**src/rtl/pirq_pkg.sv**
```systemverilog
package pirq_pkg;
    localparam int NUM_PINS = 4;
    localparam int NUM_IRQ  = 16;
    localparam int DATA_W   = 8;
    localparam int CODE_W   = $clog2(NUM_IRQ);
    localparam int RSV_CODE = 2;

    typedef logic [CODE_W-1:0] code_t;

    typedef struct packed {
        logic [NUM_IRQ-1:0] isa;
        logic               err;
    } rtr_state_t;
endpackage

```
**src/rtl/pirq_cfg_regs.sv**
```systemverilog
module pirq_cfg_regs #(
    parameter int ADDR_W = 8,
    parameter int DATA_W = 8,
    parameter logic [ADDR_W-1:0] BASE = 'h55,
    parameter int NBYTES = 3
) (
    input  logic                           clk,
    input  logic                           rst_n,
    input  logic                           wr_en,
    input  logic [ADDR_W-1:0]              addr,
    input  logic [DATA_W-1:0]              wdata,
    output logic [DATA_W-1:0]              rdata,
    output logic [NBYTES-1:0][DATA_W-1:0]  bytes_o
);
    logic [NBYTES-1:0][DATA_W-1:0] bytes_d, bytes_q;
    logic [NBYTES-1:0]             hit;

    // One address comparator per stored byte
    for (genvar g = 0; g < NBYTES; g++) begin : g_hit
        assign hit[g] = (addr == BASE + ADDR_W'(g));
    end

    always_comb begin
        bytes_d = bytes_q;
        rdata   = '0;
        for (int i = 0; i < NBYTES; i++) begin
            if (hit[i]) begin
                rdata = bytes_q[i];
                if (wr_en) bytes_d[i] = wdata;
            end
        end
    end

    always_ff @(posedge clk or negedge rst_n) begin
        if (!rst_n) bytes_q <= '0;
        else        bytes_q <= bytes_d;
    end

    assign bytes_o = bytes_q;
endmodule

```
**src/rtl/pirq_decode.sv**
```systemverilog
module pirq_decode #(
    parameter int NUM_IRQ  = 16,
    parameter int CODE_W   = $clog2(NUM_IRQ),
    parameter int RSV_CODE = 2
) (
    input  logic [CODE_W-1:0]  code,
    output logic [NUM_IRQ-1:0] sel,
    output logic               reserved
);
    localparam logic [CODE_W-1:0] OFF_LO = '0;
    localparam logic [CODE_W-1:0] OFF_HI = CODE_W'(NUM_IRQ - 1);
    localparam logic [CODE_W-1:0] RSV    = CODE_W'(RSV_CODE);

    always_comb begin
        sel      = '0;
        reserved = (code == RSV);
        if (code != OFF_LO && code != OFF_HI && code != RSV)
            sel[code] = 1'b1;
    end
endmodule

```
**src/rtl/pirq_router.sv**
```systemverilog
module pirq_router
    import pirq_pkg::*;
#(
    parameter int ADDR_W = 8,
    parameter logic [ADDR_W-1:0] CFG_BASE = 'h55
) (
    input  logic               clk,
    input  logic               rst_n,
    input  logic               cfg_wr_en,
    input  logic [ADDR_W-1:0]  cfg_addr,
    input  logic [DATA_W-1:0]  cfg_wdata,
    output logic [DATA_W-1:0]  cfg_rdata,
    input  logic [NUM_PINS-1:0] pci_int,
    input  logic               err_clr,
    output logic [NUM_IRQ-1:0] isa_irq,
    output logic               route_err
);
    localparam int CFG_BYTES = 3;
    // Lines that no code may ever drive
    localparam logic [NUM_IRQ-1:0] LOW_MASK =
        (NUM_IRQ'(1) << 0) | (NUM_IRQ'(1) << RSV_CODE) | (NUM_IRQ'(1) << (NUM_IRQ - 1));

    logic [CFG_BYTES-1:0][DATA_W-1:0] cfg_bytes;
    code_t [NUM_PINS-1:0]             pin_code;
    logic  [NUM_PINS-1:0][NUM_IRQ-1:0] pin_sel;
    logic  [NUM_PINS-1:0]             pin_rsv;
    rtr_state_t                       st_d, st_q;

    pirq_cfg_regs #(
        .ADDR_W (ADDR_W),
        .DATA_W (DATA_W),
        .BASE   (CFG_BASE),
        .NBYTES (CFG_BYTES)
    ) u_cfg (
        .clk     (clk),
        .rst_n   (rst_n),
        .wr_en   (cfg_wr_en),
        .addr    (cfg_addr),
        .wdata   (cfg_wdata),
        .rdata   (cfg_rdata),
        .bytes_o (cfg_bytes)
    );

    // Fixed nibble positions: A=0x55 hi, B=0x56 lo, C=0x56 hi, D=0x57 hi
    assign pin_code[0] = cfg_bytes[0][7:4];
    assign pin_code[1] = cfg_bytes[1][3:0];
    assign pin_code[2] = cfg_bytes[1][7:4];
    assign pin_code[3] = cfg_bytes[2][7:4];

    for (genvar p = 0; p < NUM_PINS; p++) begin : g_pin
        pirq_decode #(
            .NUM_IRQ  (NUM_IRQ),
            .CODE_W   (CODE_W),
            .RSV_CODE (RSV_CODE)
        ) u_dec (
            .code     (pin_code[p]),
            .sel      (pin_sel[p]),
            .reserved (pin_rsv[p])
        );
    end

    always_comb begin
        st_d.isa = '0;
        st_d.err = st_q.err & ~err_clr;
        for (int p = 0; p < NUM_PINS; p++) begin
            if (pci_int[p]) begin
                st_d.isa = st_d.isa | pin_sel[p];
                if (pin_rsv[p]) st_d.err = 1'b1;
            end
        end
        st_d.isa = st_d.isa & ~LOW_MASK;
    end

    always_ff @(posedge clk or negedge rst_n) begin
        if (!rst_n) st_q <= '0;
        else        st_q <= st_d;
    end

    assign isa_irq   = st_q.isa;
    assign route_err = st_q.err;
endmodule

```
**config.mk**
```make
export PLATFORM = sky130hd
export DESIGN_NAME = pirq_router
export DESIGN_NICKNAME = d
export VERILOG_FILES = /design/src/rtl/pirq_pkg.sv /design/src/rtl/pirq_cfg_regs.sv /design/src/rtl/pirq_decode.sv /design/src/rtl/pirq_router.sv
export SDC_FILE = /design/constraint.sdc
export NUM_CORES = 1
export LEC_CHECK = 0
export BUFFER_PORTS_ARGS = -buffer_cell sky130_fd_sc_hd__buf_2
export CAP_MARGIN = 15
export CORE_MARGIN = 5
export CORE_UTILIZATION = 50
export CTS_CLUSTER_SIZE = 12
export DETAILED_ROUTE_END_ITERATION = 6
export GPL_TIMING_DRIVEN = 0
export HOLD_SLACK_MARGIN = 0.03
export PLACE_DENSITY = 0.84
export REMOVE_ABC_BUFFERS = 1
export SLEW_MARGIN = 20
export SYNTH_ARGS = -nofsm -noshare
export SYNTH_HDL_FRONTEND = slang
export SYNTH_SLANG_ARGS = --single-unit
```
**constraint.sdc**
```tcl
create_clock -name clk -period 1.6 [get_ports clk]
set_input_delay 0.32 -clock clk [delete_from_list [all_inputs] [get_ports clk]]
set_output_delay 0.32 -clock clk [all_outputs]
set_load 0.01 [all_outputs]
```
## Word level (Yosys, flattened, before mapping)

Index checks and enable logic that the tools add are counted.

| word-level totals | value |
|---|---|
| register bits | 38 |
| input bits | 24 |
| output and inout bits | 25 |
| word-level logic and storage cells | 75 |

| cells by class | value |
|---|---|
| magnitude comparators | 8 |
| equal/unequal tests | 15 |
| multiplexer cells | 23 |
| bitwise operators | 5 |
| reduce and logical (&&, ||, !) cells | 19 |

Operator list:

| kind | count |
|---|---|
| 16-bit two-way mux | 4 |
| 15-bit two-way mux | 4 |
| 15-bit bitwise OR | 3 |
| 8-bit by 7-bit equality test with 1-bit output (second input constant) | 3 |
| 8-bit two-way mux | 3 |
| 4-bit by 5-bit < comparator with 1-bit output (second input constant) | 4 |
| 1-bit demux with 4-bit select | 4 |
| 4-bit by 2-bit equality test with 1-bit output (second input constant) | 4 |
| 4-bit by 1-bit greater-or-equal comparator with 1-bit output (second input constant) | 4 |
| 4-bit by 2-bit != test with 1-bit output (second input constant) | 4 |
| 4-bit != test (second input constant) | 4 |
| 4-bit nonzero test | 4 |
| 1-bit logical AND | 12 |
| 1-bit two-way mux | 8 |
| 2-bit AND reduction | 3 |
| 1-bit bitwise AND | 1 |
| 1-bit inverter | 1 |

## Logic depth before layout (Yosys ltp)

Gate-level depths: netlist of the first run.

| logic depth | value |
|---|---|
| word-level depth | 12 |
| depth in mapped cells | 5 |
| mapped depth without buffers | 3 |

## Cells and area by module

Synthesis of the first run repeated with hierarchy kept, for this count alone.

| second synthesis, totals | value |
|---|---|
| cell total of the unflattened synthesis | 238 |
| area, all modules | 3020.4 um2 |

Modules (own cells, without submodules):

| module | instances | cells each | area an instance (um2) | seq. area each (um2) |
|---|---|---|---|---|
| pirq_cfg_regs | 1 | 85 | 1202.4 | 600.6 |
| pirq_decode | 4 | 22 | 281.5 | 0.0 |
| pirq_router | 1 | 65 | 691.9 | 350.3 |

## Worst setup path before layout of the first run

No wires, ideal clock.

| path | value |
|---|---|
| path type | in2reg |
| from | input cfg_addr[3] |
| to | register u_cfg.bytes_q (netlist bit u_cfg.bytes_o[0]) |
| setup time | 0.127 ns |
| arrival time | 1.328 ns |
| required time | 1.473 ns |
| path slack | 0.144 ns |
| stages on the path | 4 |
| buffers on the path | 1 |
| cell sequence | and4bb_2 -> and4_1 -> buf_6 -> mux2_1 |

| on the way | value |
|---|---|
| longest elaborated chain between the ends | 2 |

Ends and longest elaborated chain:

| what | line | source |
|---|---|---|
| start, declared | pirq_router.sv:10 | `input logic [ADDR_W-1:0] cfg_addr,` |
| 8-bit by 7-bit equality test with 1-bit output | pirq_cfg_regs.sv:20 | `assign hit[g] = (addr == BASE + ADDR_W'(g));` |
| 2-bit AND reduction (no source line) | - |  |
| end signal, assigned | pirq_cfg_regs.sv:36 | `else bytes_q <= bytes_d;` |
| end, declared | pirq_cfg_regs.sv:15 | `logic [NBYTES-1:0][DATA_W-1:0] bytes_d, bytes_q;` |

Every way passes these cells.
A chain may end at the register's enable or synchronous reset.

## Final worst setup path of the first run

| path | value |
|---|---|
| from | register u_cfg.bytes_q (netlist bit u_cfg.bytes_o[14]) |
| to | output cfg_rdata[6] |

| on the way | value |
|---|---|
| longest elaborated chain between the ends | 2 |

Ends and longest elaborated chain:

| what | line | source |
|---|---|---|
| 8-bit two-way mux (2 in a row) | pirq_cfg_regs.sv:27 | `if (hit[i]) begin` |
| end, declared | pirq_router.sv:12 | `output logic [DATA_W-1:0] cfg_rdata,` |

Every way passes these cells.

==> impl_metrics.ini, run 1 <==
[run_status]
outcome = complete, but fails checks
violations = setup timing

[global_route]
global_route.usage.met1_pct = 27.4
grt_first_pass_wirelength_um = 8910
grt_pass1_vias = 1800
grt_util_all_layers_pct = 21.2
met3_resource_use_gr_pct = 5.34
grt.met2_usage_pct = 35.2
grt_overflow_total = 0
antenna_found_initial = 0
highest_utilization_routing_layer_at_the_global_route_stage = met2
grt_max_degree = 39

[pwr]
power.density_nw_per_um2 = 810
power_leakage_uw = 0.00133
power.ir.vdd_worst_mv = 0.571

[critical_path]
worst_setup_path_start_kind = flop
critical_path.cell_chain = mux2_4 > a22oi_2 > nor2_1 > buf_2
worstSetupEndpointType = primary output
critical_path_arrival_ns = 1.35
criticalPathCategory = flop to primary output
slowest_stage_cell_on_the_critical_path = sky130_fd_sc_hd__dfrtp_2
timing.critical_path.required_ns = 1.28
slowest_delay_ns = 0.41
crit_path_max_fanout = 2

[detailed_routing]
viasPerCell = 5.97
antenna_left = 0
dr.first_iter.drc_count = 188
drt_drc_violations_left = 0
routed_wirelength_um = 5420
via_count = 1766
detailed_router_iteration_count_before_antenna_repair = 4
wire_per_inst_um = 18.3

[synth]
postSynth.topFlopCell = sky130_fd_sc_hd__dfrtp_1
ys_types = 38
synth_top_area_share_pct = 45.5
netlist_area_um2 = 2090
synth_enable_flop_cells = 0
netlist_top_cells_area = sky130_fd_sc_hd__dfrtp_1 46%, sky130_fd_sc_hd__mux2_1 15%, sky130_fd_sc_hd__a22oi_1 4.7%, sky130_fd_sc_hd__mux2_2 2.7%, sky130_fd_sc_hd__nor2b_1 2.4%
yosysWarningCount = 0
postSynthCellCount = 186
async_flop_share_pct = 100
synth.yosys.seq_area_share_pct = 45.5
post_synth.cell_area_avg_um2 = 11.2
netlist.top_cell.by_area = sky130_fd_sc_hd__dfrtp_1
synth.ff_latch_count = 38

[die]
core_um2 = 4030
cell_row_count = 23
floorplan.initialDensity_pct = 51.8
top_level_ports = 49
floorplan.die.width_um = 74.6
design.die.area_um2 = 5570
dieHeight_um = 74.6

[sta]
fin_worst_hold_slack_ns = 0.116
worst_pin_slew_ns = 0.836
final_critical_path_setup_slack_ns = -0.0681
finalHoldViolCount = 0
clock-skew-final_ns = 0.0112
grt_setup_unrepaired = true
slew_headroom_pct = 44.3
timing_max_transition_violations_final = 0
finalCriticalPeriod_ns = 1.67
final.period_utilization_pct = 104
fmaxAchievable_ghz = 0.599
finalSetupViolations = 7

[placed_design]
place.detailed.hpwl_um = 3690
gp_congestion = 0.914
io_buffer_count = 45
placedInstanceArea_um2 = 2320

[finish]
number_of_nets_in_the_finished_design = 269
num_antenna_cells = 0
final_layout_size_suffix_gt1_share_pct = 40.7
syn2layout_area_growth_pct = 26.3
postLayoutCellArea_um2 = 2640

[flow_run]
drv.max_cap_violation_count = 0

[worst_hold_path]
worst_hold_path_type = primary input to async pin

[cts]
cts.path.max_buffers = 2
worstSkewPairLatency_ns = 0.30
cts-buffers-inserted = 5
clock-sinks = 38
tritoncts_clock_tree = done
clock_tree.htree_level_count = 2
clkSlewWorstSetupHoldPaths_ns = 0.08
clock_tree.root_cell = sky130_fd_sc_hd__clkbuf_8
count_of_hold_fix_buffers_inserted_at_cts = 0
flip-flops by register name (all words and copies together) (netlist names):
signal / count
route_err: 1
isa_irq: 13
u_cfg.bytes_o: 24
layout by cell type (no fill, tap or decap), types with 6 or more instances in the layout:
master and instances:
sky130_fd_sc_hd__buf_2 44, sky130_fd_sc_hd__a22oi_2 8, sky130_fd_sc_hd__dfrtp_2 6, sky130_fd_sc_hd__dfrtp_1 32
sky130_fd_sc_hd__mux2_4 6, sky130_fd_sc_hd__nand2b_1 7, sky130_fd_sc_hd__buf_4 15, sky130_fd_sc_hd__nand3b_1 6
sky130_fd_sc_hd__nor2b_1 7, sky130_fd_sc_hd__mux2_1 22, sky130_fd_sc_hd__nor2_1 13
cell type report:
type	instances	area, µm²
inverters	4	15.0
multi-input cells	136	1150
flip-flops and latches	38	958
repair buffers	60	340
well taps	50	62.6
clock inverters	2	37.5
clock buffers	6	72.6
fillers	328	1390
synth_stat cells (all sizes together) (3+ instances only):
cell    instances
buf             9
a221o           3
nor3            4
and3            3
nor2b           8
nor3b           3
o221ai          4
nand2           6
dfrtp          38
nand3           5
inv             4
o32ai           3
nor2           13
o22ai           3
nand2b          7
mux2           32
a22oi          13
nand3b          6
final timing paths:
check | start | end | slack, ns | depth (start not counted)
setup / recovery | u_cfg.bytes_o[14] | cfg_rdata[6] | -0.07 | 4
hold / removal | rst_n | u_cfg.bytes_o[4] | 0.12 | 1
setup reg to reg | u_cfg.bytes_o[12] | isa_irq[1] | 0.05 | 4
hold reg to reg | u_cfg.bytes_o[18] | u_cfg.bytes_o[18] | 0.50 | 1
max in group asynchronous | rst_n | u_cfg.bytes_o[13] | 0.91 | 1
min in group clk | err_clr | route_err | 0.26 | 2
repair_timing:
action | CTS | global route
setup endpoints to repair | 16 | 13
pin swaps | 8 | 4
cloned | 0 | 1
gates resized for setup | 17 | 10
buffers inserted | 12 | 3
logic make-up after synthesis:
group	synth area share (%)
compound gates	12.9
other cells	0.180
flops	45.5
mux	17.3
simple gates	20.3
buf+inv	3.89
per-stage QoR:
stage	utilization, %	worst slack (ns)	total power, µW	TNS, ns	cells
after floorplan	-	0.0378	1170	0	177
after global placement	57.5	-0.540	1280	-6.31	272
after detailed placement	57.5	-0.570	1290	-6.64	272
after CTS	63.7	-0.0644	2130	-0.324	292
after global routing	65.5	-0.110	2220	-0.692	296
final	65.5	-0.0681	2140	-0.246	296
layer usage:
metal	vias up	part of all wire, %
li1	818	-
met1	852	41
met2	88	48
met3	8	8.7
met4	0	1.7
met5	-	0
power breakdown:
group	internal, µW	switching (µW)
combinational	128	163
clock	465	348
sequential	1000	29.8
critical path: cells and delay by family (launching register included):
family,cells,cell delay (ns)
multiplexers,1,0.28
buffers and inverters,1,0.14
AND/OR/NAND/NOR,1,0.07
flip-flops,1,0.41
AO/OA/AOI/OAI,1,0.15
(Power assumes the default switching activity.)
==> run 2, diff against run 1 <==
--- a/config.mk
+++ b/config.mk
@@ -7,8 +7,10 @@
 export LEC_CHECK = 0
 export BUFFER_PORTS_ARGS = -buffer_cell sky130_fd_sc_hd__buf_2
 export CAP_MARGIN = 15
+export CELL_PAD_IN_SITES_DETAIL_PLACEMENT = 1
+export CELL_PAD_IN_SITES_GLOBAL_PLACEMENT = 1
 export CORE_MARGIN = 5
-export CORE_UTILIZATION = 50
+export CORE_UTILIZATION = 37
 export CTS_CLUSTER_SIZE = 12
 export DETAILED_ROUTE_END_ITERATION = 6
 export GPL_TIMING_DRIVEN = 0
==> constraint.sdc (replaced) <==
create_clock -name clk -period 1.5 [get_ports clk]
set_input_delay 0.3 -clock clk [delete_from_list [all_inputs] [get_ports clk]]
set_output_delay 0.3 -clock clk [all_outputs]
set_load 0.01 [all_outputs]
==> impl_metrics.ini, run 2 (same netlist as run 1, synthesis figures left out) <==
[pwr]
design_power_total_uw = 2180
power.density_nw_per_um2 = 812
power.ir.vdd_worst_mv = 0.552
power_leakage_uw = 0.00135

[critical_path]
timing.critical_path.required_ns = 1.20
critical_path_arrival_ns = 1.39
timing.critical_path.max_delay_family = flip-flops
worstSetupEndpointType = primary output
worst_setup_path_start_kind = flop
crit_buf_inv = 1
slowest_stage_cell_on_the_critical_path = sky130_fd_sc_hd__dfrtp_2
slowest_delay_ns = 0.42
criticalPathCategory = flop to primary output
reg_to_reg_start = u_cfg.bytes_o[23]
crit_path_max_fanout = 2
r2r.worst_path.cells = 5
reg2reg_setup_slack_ns = 0.04
timing.rr.end = isa_irq[1]
critical_path.cell_chain = mux2_4 > a22oi_2 > nor2_1 > buf_2

[die]
top_level_ports = 49
core_um2 = 5510
floorplan.initialDensity_pct = 37.9
dieHeight_um = 85.1
floorplan.die.width_um = 85.1
design.die.area_um2 = 7250
cell_row_count = 27

[cts]
clock_tree.htree_level_count = 2
clkSlewWorstSetupHoldPaths_ns = 0.08
tritoncts_clock_tree = done
clock-sinks = 38
cts-buffers-inserted = 5
cts.path.max_buffers = 2
worstSkewPairLatency_ns = 0.30
clock_tree.root_cell = sky130_fd_sc_hd__clkbuf_8

[placed_design]
io_buffer_count = 45
placedInstanceArea_um2 = 2340
place.detailed.hpwl_um = 4230
gp_congestion = 0.904

[sta]
final_critical_path_setup_slack_ns = -0.191
fmaxAchievable_ghz = 0.591
finalCriticalPeriod_ns = 1.69
grt_setup_unrepaired = true
final.period_utilization_pct = 113
worst_pin_slew_ns = 0.843
timing_max_transition_violations_final = 0
finalHoldViolCount = 0
slew_headroom_pct = 43.8
finalSetupViolations = 8
clock-skew-final_ns = 0.00422
final.setup.tns_ns = -1.01

[finish]
mostFrequentLayoutCell = sky130_fd_sc_hd__buf_2
syn2layout_area_growth_pct = 28.7
num_antenna_cells = 0
postLayoutCellArea_um2 = 2690
largest_register_ff_count = 24
final_cell_mix = 44 x sky130_fd_sc_hd__buf_2, 31 x sky130_fd_sc_hd__dfrtp_1, 22 x sky130_fd_sc_hd__mux2_1
n_fill_cell = 639
final_layout_size_suffix_gt1_share_pct = 42.7
number_of_nets_in_the_finished_design = 271

[flow_run]
drv.max_cap_violation_count = 0

[detailed_routing]
detailed_router_iteration_count_before_antenna_repair = 4
dr.first_iter.drc_count = 93
viasPerCell = 5.73
via_count = 1832
routed_wirelength_um = 6360
wire_per_inst_um = 19.9
drt_drc_violations_left = 0
antenna_left = 0

[worst_hold_path]
worst_hold_path_type = primary input to async pin

[global_route]
grt_pass1_vias = 1933
grt_first_pass_wirelength_um = 9580
grt_overflow_total = 0
grt_max_degree = 39
grt_util_all_layers_pct = 16.9
antenna_found_initial = 0

[run_status]
violations = setup timing
outcome = complete, but fails checks
[run 2: worst max-delay path by stage]
| stage | endpoint | start | cells after the start |
|---|---|---|---|
| 3_3_place_gp | u_cfg.bytes_o[2] | cfg_addr[0] | 4 |
| 3_5_place_dp | u_cfg.bytes_o[6] | cfg_addr[0] | 4 |
| 5_1_grt | cfg_rdata[6] | u_cfg.bytes_o[14] | 4 |
| 2_1_floorplan | u_cfg.bytes_o[0] | cfg_addr[0] | 3 |
| 4_1_cts | cfg_rdata[5] | u_cfg.bytes_o[13] | 4 |
| 6_report | cfg_rdata[6] | u_cfg.bytes_o[22] | 4 |
[run 2: where the power goes]
part / switching, µW / leakage, µW / total [µW] / internal, µW
combinational: 181 / 0.000787 / 324 / 143
sequential: 34.2 / 0.000514 / 1100 / 1070
clock: 385 / 0.0000472 / 754 / 370
[run 2: repair_timing]
item / in CTS / in global routing
setup buffers: 12 / 5
endpoints found under the hold margin: 0 / 0
cloned: 0 / 1
resized for setup: 18 / 18
hold buffers: 0 / 0
pin swaps: 7 / 8
setup endpoints to repair: 16 / 10
[run 2: layout make-up]
type                            count  area (µm²)  share of cell area [%]
Timing Repair Buffer               62         359                    13.4
Clock buffer                        6        82.6                    3.07
Inverter                            4        15.0                   0.559
Sequential cell                    38         960                    35.7
Multi-Input combinational cell    136        1170                    43.5
Tap cell                           72        90.1                    3.35
Clock inverter                      2        12.5                   0.466
[run 2: metal layers]
layer  global-route usage [%]  share of wire (%)
met1                     19.8                 40
met2                     30.0                 52
met3                     3.11                4.9
met4                     7.34                3.4
met5                        0                  0
[run 2: stage by stage]
stage | util [%] | cells | setup slack, ns | hold WS [ns]
2_1_floorplan | - | 177 | -0.0422 | 0.00441
3_3_place_gp | 42.6 | 294 | -0.689 | 0.438
3_5_place_dp | 42.6 | 294 | -0.739 | 0.453
4_1_cts | 46.7 | 314 | -0.166 | 0.137
5_1_grt | 48.8 | 320 | -0.223 | 0.185
6_report | 48.8 | 320 | -0.191 | 0.103
